==> src/rtl/tcc_pkg.sv <==
package tcc_pkg;
  localparam int CODE_W = 12;
  localparam int TEMP_W = 32;
  localparam int CALC_W = 40;
  localparam int CODE_MAX = (1 << CODE_W) - 1;
  localparam int LO_DEG = -41;
  localparam int HI_DEG = 126;
  localparam int MILLI = 1000;
  localparam int T_MIN_MC = -40000;
  localparam int T_MAX_MC = 125000;

  typedef logic signed [CALC_W-1:0] calc_t;

  localparam calc_t K_SPAN  = calc_t'(HI_DEG - LO_DEG);
  localparam calc_t K_OFS   = calc_t'(-LO_DEG);
  localparam calc_t K_MILLI = calc_t'(MILLI);

  function automatic calc_t ext_code(input logic [CODE_W-1:0] v);
    return calc_t'({{(CALC_W-CODE_W){1'b0}}, v});
  endfunction

  function automatic calc_t ext_temp(input logic signed [TEMP_W-1:0] v);
    return calc_t'(v);
  endfunction

  function automatic logic trim_valid(input logic [CODE_W-1:0] b,
                                      input logic [CODE_W-1:0] c);
    logic bad;
    bad = (b == '0) || (c == '0) || (b == CODE_W'(CODE_MAX)) ||
          (c == CODE_W'(CODE_MAX)) || (b == c);
    return !bad;
  endfunction

  // whole-degree quotient -> clamped millidegrees
  function automatic logic signed [TEMP_W-1:0] fwd_finish(input calc_t q);
    calc_t t;
    t = (q - K_OFS) * K_MILLI;
    if (t < calc_t'(T_MIN_MC)) t = calc_t'(T_MIN_MC);
    if (t > calc_t'(T_MAX_MC)) t = calc_t'(T_MAX_MC);
    return t[TEMP_W-1:0];
  endfunction

  // code quotient plus low trim -> clamped sensor code
  function automatic logic [CODE_W-1:0] inv_finish(input calc_t q,
                                                   input logic [CODE_W-1:0] b);
    calc_t v;
    v = q + ext_code(b);
    if (v < 0) v = '0;
    if (v > calc_t'(CODE_MAX)) v = calc_t'(CODE_MAX);
    return v[CODE_W-1:0];
  endfunction
endpackage

==> src/rtl/tcc_trim_check.sv <==
module tcc_trim_check #(
  parameter int CW = 12,
  parameter int WW = 32
) (
  input  logic [WW-1:0] b_word,
  input  logic [WW-1:0] c_word,
  output logic [CW-1:0] b_code,
  output logic [CW-1:0] c_code,
  output logic          ok
);
  assign b_code = b_word[CW-1:0];
  assign c_code = c_word[CW-1:0];
  assign ok     = tcc_pkg::trim_valid(b_code, c_code);
endmodule

==> src/rtl/tcc_divider.sv <==
module tcc_divider #(
  parameter int W = 40
) (
  input  logic                clk,
  input  logic                rst_n,
  input  logic                go,
  input  logic signed [W-1:0] num,
  input  logic signed [W-1:0] den,
  output logic                fin,
  output logic signed [W-1:0] quot
);
  localparam int CNT_W = $clog2(W + 1);

  logic [W-1:0]     rem_q, quo_q, dv_q;
  logic             neg_q, run_q;
  logic [CNT_W-1:0] cnt_q;
  logic [W:0]       shifted, diff;
  logic             take;

  function automatic logic [W-1:0] mag(input logic signed [W-1:0] v);
    return v[W-1] ? W'(-v) : W'(v);
  endfunction

  always_comb begin
    shifted = {rem_q, quo_q[W-1]};
    diff    = shifted - {1'b0, dv_q};
    take    = !diff[W];
  end

  always_ff @(posedge clk) begin
    if (!rst_n) begin
      rem_q <= '0; quo_q <= '0; dv_q <= '0;
      neg_q <= 1'b0; run_q <= 1'b0; cnt_q <= '0; fin <= 1'b0;
    end else begin
      fin <= 1'b0;
      if (go) begin
        rem_q <= '0;
        quo_q <= mag(num);
        dv_q  <= mag(den);
        neg_q <= num[W-1] ^ den[W-1];
        cnt_q <= CNT_W'(W);
        run_q <= 1'b1;
      end else if (run_q) begin
        rem_q <= take ? diff[W-1:0] : shifted[W-1:0];
        quo_q <= {quo_q[W-2:0], take};
        cnt_q <= cnt_q - 1'b1;
        if (cnt_q == CNT_W'(1)) begin
          run_q <= 1'b0;
          fin   <= 1'b1;
        end
      end
    end
  end

  assign quot = neg_q ? -$signed(quo_q) : $signed(quo_q);
endmodule

==> src/rtl/temp_code_conv.sv <==
module temp_code_conv
  import tcc_pkg::*;
#(
  parameter int DIV_W = tcc_pkg::CALC_W
) (
  input  logic                     clk,
  input  logic                     rst_n,
  input  logic                     start,
  input  logic                     dir_sel,
  input  logic [CODE_W-1:0]        code_in,
  input  logic signed [TEMP_W-1:0] temp_in,
  input  logic [TEMP_W-1:0]        trim_b_word,
  input  logic [TEMP_W-1:0]        trim_c_word,
  output logic                     busy,
  output logic                     done,
  output logic                     err,
  output logic signed [TEMP_W-1:0] temp_out,
  output logic [CODE_W-1:0]        code_out
);
  typedef enum logic [1:0] {ST_IDLE, ST_SCALE, ST_FINAL} st_t;

  st_t               st;
  logic              mode_inv;
  logic [CODE_W-1:0] b_r, c_r, b_w, c_w;
  logic              trim_ok, accept;
  logic              div_go, div_fin;
  calc_t             div_num, div_den, div_quot;

  tcc_trim_check #(.CW(CODE_W), .WW(TEMP_W)) u_trim (
    .b_word(trim_b_word), .c_word(trim_c_word),
    .b_code(b_w), .c_code(c_w), .ok(trim_ok)
  );

  tcc_divider #(.W(DIV_W)) u_div (
    .clk(clk), .rst_n(rst_n), .go(div_go),
    .num(div_num), .den(div_den), .fin(div_fin), .quot(div_quot)
  );

  assign accept = start && (st == ST_IDLE);

  always_comb begin
    div_go  = 1'b0;
    div_num = '0;
    div_den = '0;
    if (accept && trim_ok) begin
      div_go = 1'b1;
      if (!dir_sel) begin
        div_num = K_SPAN * (ext_code(code_in) - ext_code(b_w));
        div_den = ext_code(c_w) - ext_code(b_w);
      end else begin
        div_num = ext_temp(temp_in);
        div_den = K_MILLI;
      end
    end else if (st == ST_SCALE && div_fin) begin
      div_go  = 1'b1;
      div_num = (div_quot + K_OFS) * (ext_code(c_r) - ext_code(b_r));
      div_den = K_SPAN;
    end
  end

  always_ff @(posedge clk) begin
    if (!rst_n) begin
      st <= ST_IDLE; mode_inv <= 1'b0; b_r <= '0; c_r <= '0;
      done <= 1'b0; err <= 1'b0; temp_out <= '0; code_out <= '0;
    end else begin
      done <= 1'b0;
      err  <= 1'b0;
      case (st)
        ST_IDLE: if (accept) begin
          if (trim_ok) begin
            b_r      <= b_w;
            c_r      <= c_w;
            mode_inv <= dir_sel;
            st       <= dir_sel ? ST_SCALE : ST_FINAL;
          end else begin
            err <= 1'b1;
          end
        end
        ST_SCALE: if (div_fin) st <= ST_FINAL;
        ST_FINAL: if (div_fin) begin
          done <= 1'b1;
          st   <= ST_IDLE;
          if (mode_inv) code_out <= inv_finish(div_quot, b_r);
          else          temp_out <= fwd_finish(div_quot);
        end
        default: st <= ST_IDLE;
      endcase
    end
  end

  assign busy = (st != ST_IDLE);
endmodule

==> config.mk <==
export PLATFORM = sky130hd
export DESIGN_NAME = temp_code_conv
export DESIGN_NICKNAME = d
export VERILOG_FILES = /design/src/rtl/tcc_pkg.sv /design/src/rtl/tcc_trim_check.sv /design/src/rtl/tcc_divider.sv /design/src/rtl/temp_code_conv.sv
export SDC_FILE = /design/constraint.sdc
export NUM_CORES = 2
export LEC_CHECK = 0
export BUFFER_PORTS_ARGS = -buffer_cell sky130_fd_sc_hd__buf_4
export CAP_MARGIN = 40
export CORE_MARGIN = 1
export CORE_UTILIZATION = 30
export DETAILED_ROUTE_END_ITERATION = 8
export MAX_ROUTING_LAYER = met4
export PLACE_DENSITY_LB_ADDON = 0.12
export SYNTH_ARGS = -nofsm -noshare
export SYNTH_HDL_FRONTEND = slang
export SYNTH_HIERARCHICAL = 1
export SYNTH_SLANG_ARGS = --single-unit
==> constraint.sdc <==
create_clock -name clk -period 10.3 [get_ports clk]
set_input_delay 1.03 -clock clk [delete_from_list [all_inputs] [get_ports clk]]
set_output_delay 1.03 -clock clk [all_outputs]
set_load 0.01 [all_outputs]
After elaboration in Yosys (flattened, before gate mapping)
Cells that the tools add are included.
- register bits after elaboration: 202
- bits in latches: 0
- RAM bits: 0
- bits in read-only memories: 0
- input bits: 112
- output and inout port bits: 47
- logic and storage cells: 111
- memories: 0
- $add $sub $neg: 11
- multiply operators: 3
- div/mod/pow operators: 0
- order comparisons: 4
- equal/unequal tests: 10
- shift operators: 0
- muxes and demuxes: 40
- bitwise operators: 5
- reductions and logical operators: 22
- operator list (operator ; count):
    40-bit 2-to-1 mux ; 21
    40-bit negation ; 3
    41-bit by 40-bit subtractor with 41-bit output ; 1
    40-bit by 13-bit adder with 40-bit output ; 1
    40-bit by 7-bit adder with 40-bit output (second input constant) ; 1
    40-bit by 13-bit greater-than comparator with 1-bit output (second input constant) ; 1
    40-bit by 18-bit greater-than comparator with 1-bit output (second input constant) ; 1
    40-bit by 1-bit less-than comparator with 1-bit output (second input constant) ; 1
    40-bit by 17-bit less-than comparator with 1-bit output (second input constant) ; 1
    40-bit by 13-bit multiplier with 40-bit output ; 1
    40-bit by 8-bit multiplier with 37-bit output (second input constant) ; 1
    40-bit by 7-bit subtractor with 40-bit output (second input constant) ; 1
    12-bit by 12-bit subtractor with 13-bit output ; 3
    32-bit 2-to-1 mux ; 1
    12-bit == test (second input constant) ; 2
    12-bit zero test ; 2
    9-bit by 13-bit multiplier with 22-bit output (first input constant) ; 1
    12-bit == test ; 1
    12-bit 2-to-1 mux ; 1
    6-bit 2-to-1 mux ; 2
    3-bit AND reduction ; 4
    2-bit 2-to-1 mux ; 5
    1-bit 2-to-1 mux ; 8
    8-bit 2-to-1 mux ; 1
    18 further kinds ; 30

Logic depth before layout (Yosys ltp)
- depth in word-level cells: 12
- gate-level depth with buffers: 47
- mapped depth without buffers: 46

Modules after synthesis
The synthesis kept the hierarchy.
- by module, submodules not included (module ; times used ; cells an instance ; area an instance (sq um) ; seq. area each (sq um)):
    temp_code_conv ; 1 ; 3462 ; 28386.0 ; 1401.3
    tcc_divider ; 1 ; 1306 ; 10148.5 ; 2582.5
    tcc_trim_check ; 1 ; 57 ; 412.9 ; 0.0

Worst setup path after synthesis
Ideal clock, no wire load.
- kind: input to register
- from: input port trim_c_word[0]
- to: register u_div.dv_q[33]
- setup time: 0.059 ns
- arrival time: 11.128 ns
- data required time: 10.241 ns
- path slack: -0.886 ns
- stages on the path: 25
- buffers on the path: 1
- cells stage by stage: buf_4 -> inv_1 -> ha_1 -> inv_1 -> fa_1 -> nand2_1 -> nand2_1 -> a21oi_1 -> nor2b_1 -> o21a_1 -> o21ai_0 -> a21boi_0 -> o21ai_0 -> nand2_1 -> a21oi_1 -> o21bai_1 -> a211oi_1 -> nor4_1 -> nand4_1 -> nor2_1 -> nand3_1 -> o31ai_1 -> xor2_1 -> nand2_1 -> o211a_1
- word-level cells in the longest chain between the ends: 10
- elaborated cells on any way between the ends: 15
- classes of those cells: 2 x add/sub; 2 x eq/ne; 4 x mux; 7 x reduce/logical
- RTL lines (element ; line ; RTL):
    start: declaration ; temp_code_conv.sv:13 ; input logic [TEMP_W-1:0] trim_c_word,
    branches (longest 7 deep; another with 12-bit by 12-bit subtractor with 13-bit output) ; -- ;
    40-bit 2-to-1 mux * ; temp_code_conv.sv:45 ; if (accept && trim_ok) begin
    net div_den[12] ; temp_code_conv.sv:27 ; calc_t div_num, div_den, div_quot;
    40-bit negation * ; tcc_divider.sv:21 ; return v[W-1] ? W'(-v) : W'(v);
    40-bit 2-to-1 mux * ; tcc_divider.sv:21 ;
    end signal: assignment ; tcc_divider.sv:39 ; dv_q <= mag(den);
    end: declaration ; tcc_divider.sv:14 ; logic [W-1:0] rem_q, quo_q, dv_q;
Mark *: on every way through the listed nets, which the timed path passes.
A chain may end at the register's enable or synchronous reset.

Final worst setup path
- from: register u_div.quo_q[9]
- to: register u_div.quo_q[15]
- elaborated cells on any way between the ends: 9
- classes of those cells: 3 x add/sub; 1 x mul; 5 x mux
- RTL lines (element ; line ; RTL):
    start: declaration ; tcc_divider.sv:14 ;
    start signal: assignment ; tcc_divider.sv:38 ; quo_q <= mag(num);
    start signal: assignment ; tcc_divider.sv:45 ; quo_q <= {quo_q[W-2:0], take};
    40-bit negation ; tcc_divider.sv:55 ; assign quot = neg_q ? -$signed(quo_q) : $signed(quo_q);
    40-bit 2-to-1 mux ; tcc_divider.sv:55 ;
    net div_quot[29] ; temp_code_conv.sv:27 ;
    40-bit by 7-bit adder with 40-bit output ; temp_code_conv.sv:56 ; div_num = (div_quot + K_OFS) * (ext_code(c_r) - ext_code(b_r));
    40-bit by 13-bit multiplier with 40-bit output ; temp_code_conv.sv:56 ;
    40-bit 2-to-1 mux ; temp_code_conv.sv:54 ; end else if (st == ST_SCALE && div_fin) begin
    40-bit 2-to-1 mux ; temp_code_conv.sv:45 ;
    net div_num[39] ; temp_code_conv.sv:27 ;
    40-bit 2-to-1 mux ; tcc_divider.sv:21 ;
    40-bit 2-to-1 mux ; tcc_divider.sv:36 ; if (go) begin
The timed path passes the listed nets, and every way through them passes these cells.

==> summary.md <==
| Metric | Value |
|---|---|
| Outcome | `complete, but fails checks` |
| Failing checks | `negative setup slack` |
| Layout cells sized above 1 | `25.87%` |
| Num CTS Buffers | `17` |
| Critical path class | `reg2reg` |
| Final instance area | `50750 um2` |
| DRT Pass-1 Iters | `5` |
| Clk slew on worst S/H paths | `90 ps` |
| Initial antenna violation count | `4` |
| CP Capture Type | `flop` |
| CP bufs+invs | `10` |
| Post-synth EDFFs | `0` |
| Crit-path slowest cell | `fa_1` |
| Post-synth top flop | `dfxtp_1` |
| GRT busiest layer | `met2` |
| Seq/Total Area, Yosys | `10.23%` |
| DIE AREA | `131300 um2` |
| Grt met1 use | `28.44%` |
| Root Driver | `clkbuf_16` |
| Core Area | `128200 um2` |
| DR WL/cell | `18.49 um` |
| Routability cong. | `0.9111` |
| TritonCTS clock tree | `done` |
| Grt met2 use | `34.43%` |
| Clk_skew | `17.25 ps` |
| Mean Syn Cell Area | `8.072 um2` |
| Setup ws final | `-41.59 ps` |
| WL final | `135400 um` |
| Top delay family on crit path | `simple AND/OR/NAND/NOR gates` |
| Tot GR Track Use | `21.15%` |
| Placed cell areas | `46630 um2` |
| Async set-reset flop share out of synthesis | `0%` |
| Clk buf depth | `2` |
| I/O Pins | `159` |
| Vias | `35450` |
| DR vias/cell | `4.842` |
| Min cycle time layout | `10340 ps` |
| Synthesized area | `38950 um2` |
| Most frequent cells in the layout | `buf_4, inv_1, nand2_1, fa_1, ha_1` |
| First-pass GRT wire length | `210300 um` |
| FF+latch count, synth | `199` |
| Worst Tran Pin Value | `953.6 ps` |
| Die Ht | `362.3 um` |
| Ys Warns | `6` |
| Non-Filler Instances | `7322` |
| RSZ-0062 raised after global routing | `true` |
| Critical Path Max Stage Delay | `550 ps` |
| Vias in the first global route | `35980` |
| Met3 usage | `2.510%` |
| Die W | `362.3 um` |
| Grt ovf | `0` |
| Cells after synthesis | `4825` |
| Period utilisation layout | `100.4%` |
| Post-route ant nets | `0` |
| Critical Path AT | `10740 ps` |
| Pre-CTS WS | `-761.9 ps` |
| Final setup viols | `8` |
| Port Buffers | `115` |
| DRT iter0 DRCs | `1781` |
| Commonest non-fill, non-tap cell in the layout | `buf_4` |
| CP Max Fanout | `9` |
| Maxcap violations | `0` |
| HPWL Detailed | `112800 um` |
| Hold crit path type | `reg2reg` |
| Worst-skew pair later-pin latency | `500 ps` |
| H-tree depth | `4` |
| Largest net degree at the start of global routing | `100` |
| Final Max Tran Viols | `0` |
| Yosys cell types | `96` |
| Relative slew slack | `36.42%` |
| Clock sinks | `199` |
| DRC violations left | `0` |
| Initial Utilization | `30.39%` |
| Fin. Hold Viols | `0` |
| Final nets | `6502` |
| CP startpoint kind | `flop` |
| Row count | `131` |
| Syn-to-layout area delta | `30.30%` |
| CP required | `10700 ps` |
| Dpl cells | `7156` |
| F_max | `96.70 MHz` |
| Post-CTS Hold Buffers | `0` |
==> sequential cells by signal, summed over array words and instances (netlist names), 2 cells and up <==
signal,cells
code_out,12
temp_out,29
u_div/rem_q,40
b_r,12
u_div/quo_q,40
u_div/cnt_q,6
c_r,12
u_div/dv_q,40
st,2
==> final timing paths <==
path / from / end / slack [ps] / cells after the start
hold reg to reg: temp_out[24] / temp_out[24] / 460 / 2
setup reg to reg: u_div/quo_q[9] / u_div/quo_q[15] / -40 / 41
hold / removal: temp_out[24] / temp_out[24] / 460 / 2
setup / recovery: u_div/quo_q[9] / u_div/quo_q[15] / -40 / 41
==> synthesized netlist by cell type (36+ instances only) <==
cell / number / area (um2)
fa_1: 487 / 9749
nand4_1: 60 / 375.4
xor2_1: 186 / 1629
o211a_1: 66 / 660.6
a21boi_0: 40 / 300.3
nand3_1: 55 / 275.3
mux2i_1: 57 / 570.6
xnor2_1: 230 / 2014
clkbuf_1: 169 / 634.4
dfxtp_1: 199 / 3984
nor2b_1: 42 / 262.8
ha_1: 327 / 4091
a21o_1: 66 / 495.5
o21ai_0: 226 / 1131
nor4_1: 36 / 225.2
a31oi_1: 47 / 294.0
a21oi_1: 178 / 890.9
nor2_1: 292 / 1096
or3_1: 43 / 269.0
inv_1: 697 / 2616
o31ai_1: 50 / 375.4
nor3_1: 51 / 255.2
nand2_1: 682 / 2560
==> kinds of logic (layout without fill, tap and decap cells) <==
logic type	Yosys count	in the layout	share of synthesized area, %
simple gates	1469	1469	17.57
buf+inv	933	1695	9.342
compound gates	921	921	15.94
fa+ha+maj	821	821	35.72
xor+xnor	421	421	9.657
flops	199	199	10.23
mux	59	59	1.523
other cells	2	8	0.01928
==> repair_timing <==
action                                  CTS  global route
setup buffers                            84            50
endpoints found under the hold margin     0             0
gates resized for setup                 293           246
pin swaps                               234           187
endpoints found under the setup margin   69            69
gates cloned                              2             2
==> per-stage QoR <==
step	utilization, %	hold WS, ps	setup TNS (ps)
4_1_cts	38.43	455.0	-1854
6_report	39.59	459.6	-189.7
3_5_place_dp	36.38	449.2	-39380
5_1_grt	39.59	477.0	-27280
2_1_floorplan	-	443.5	-58.43
3_3_place_gp	36.29	443.5	-30510
==> worst reg2reg max path, delay by kind of cell (launching register included) <==
family	cells	cell delay [ps]
buffers and inverters	10	1390
xor gates and xnor gates	9	1960
AOI/OAI and AO/OA	5	1020
DFF	1	320
and+or+nand+nor	11	2850
adders and majority gates	6	2710
==> per-layer routing <==
layer | up-vias | part of all wire [%]
met2 | 558 | 47
li1 | 17460 | -
met3 | 115 | 3.5
met4 | 0 | 1.8
met1 | 17320 | 48
met5 | - | 0
==> area by class of cell <==
class,count,area (um2)
tap,1729,2163
timing repair buffer,963,7592
clock buffer,17,425.4
clock inverter,15,171.4
antenna,4,10.01
fill,13500,77430
inverter,700,2631
multi-input combinational,3695,33750
sequential,199,3999
Power is not shown: default switching activity piles up to over one toggle a cycle in this logic, so the estimate is an artifact.
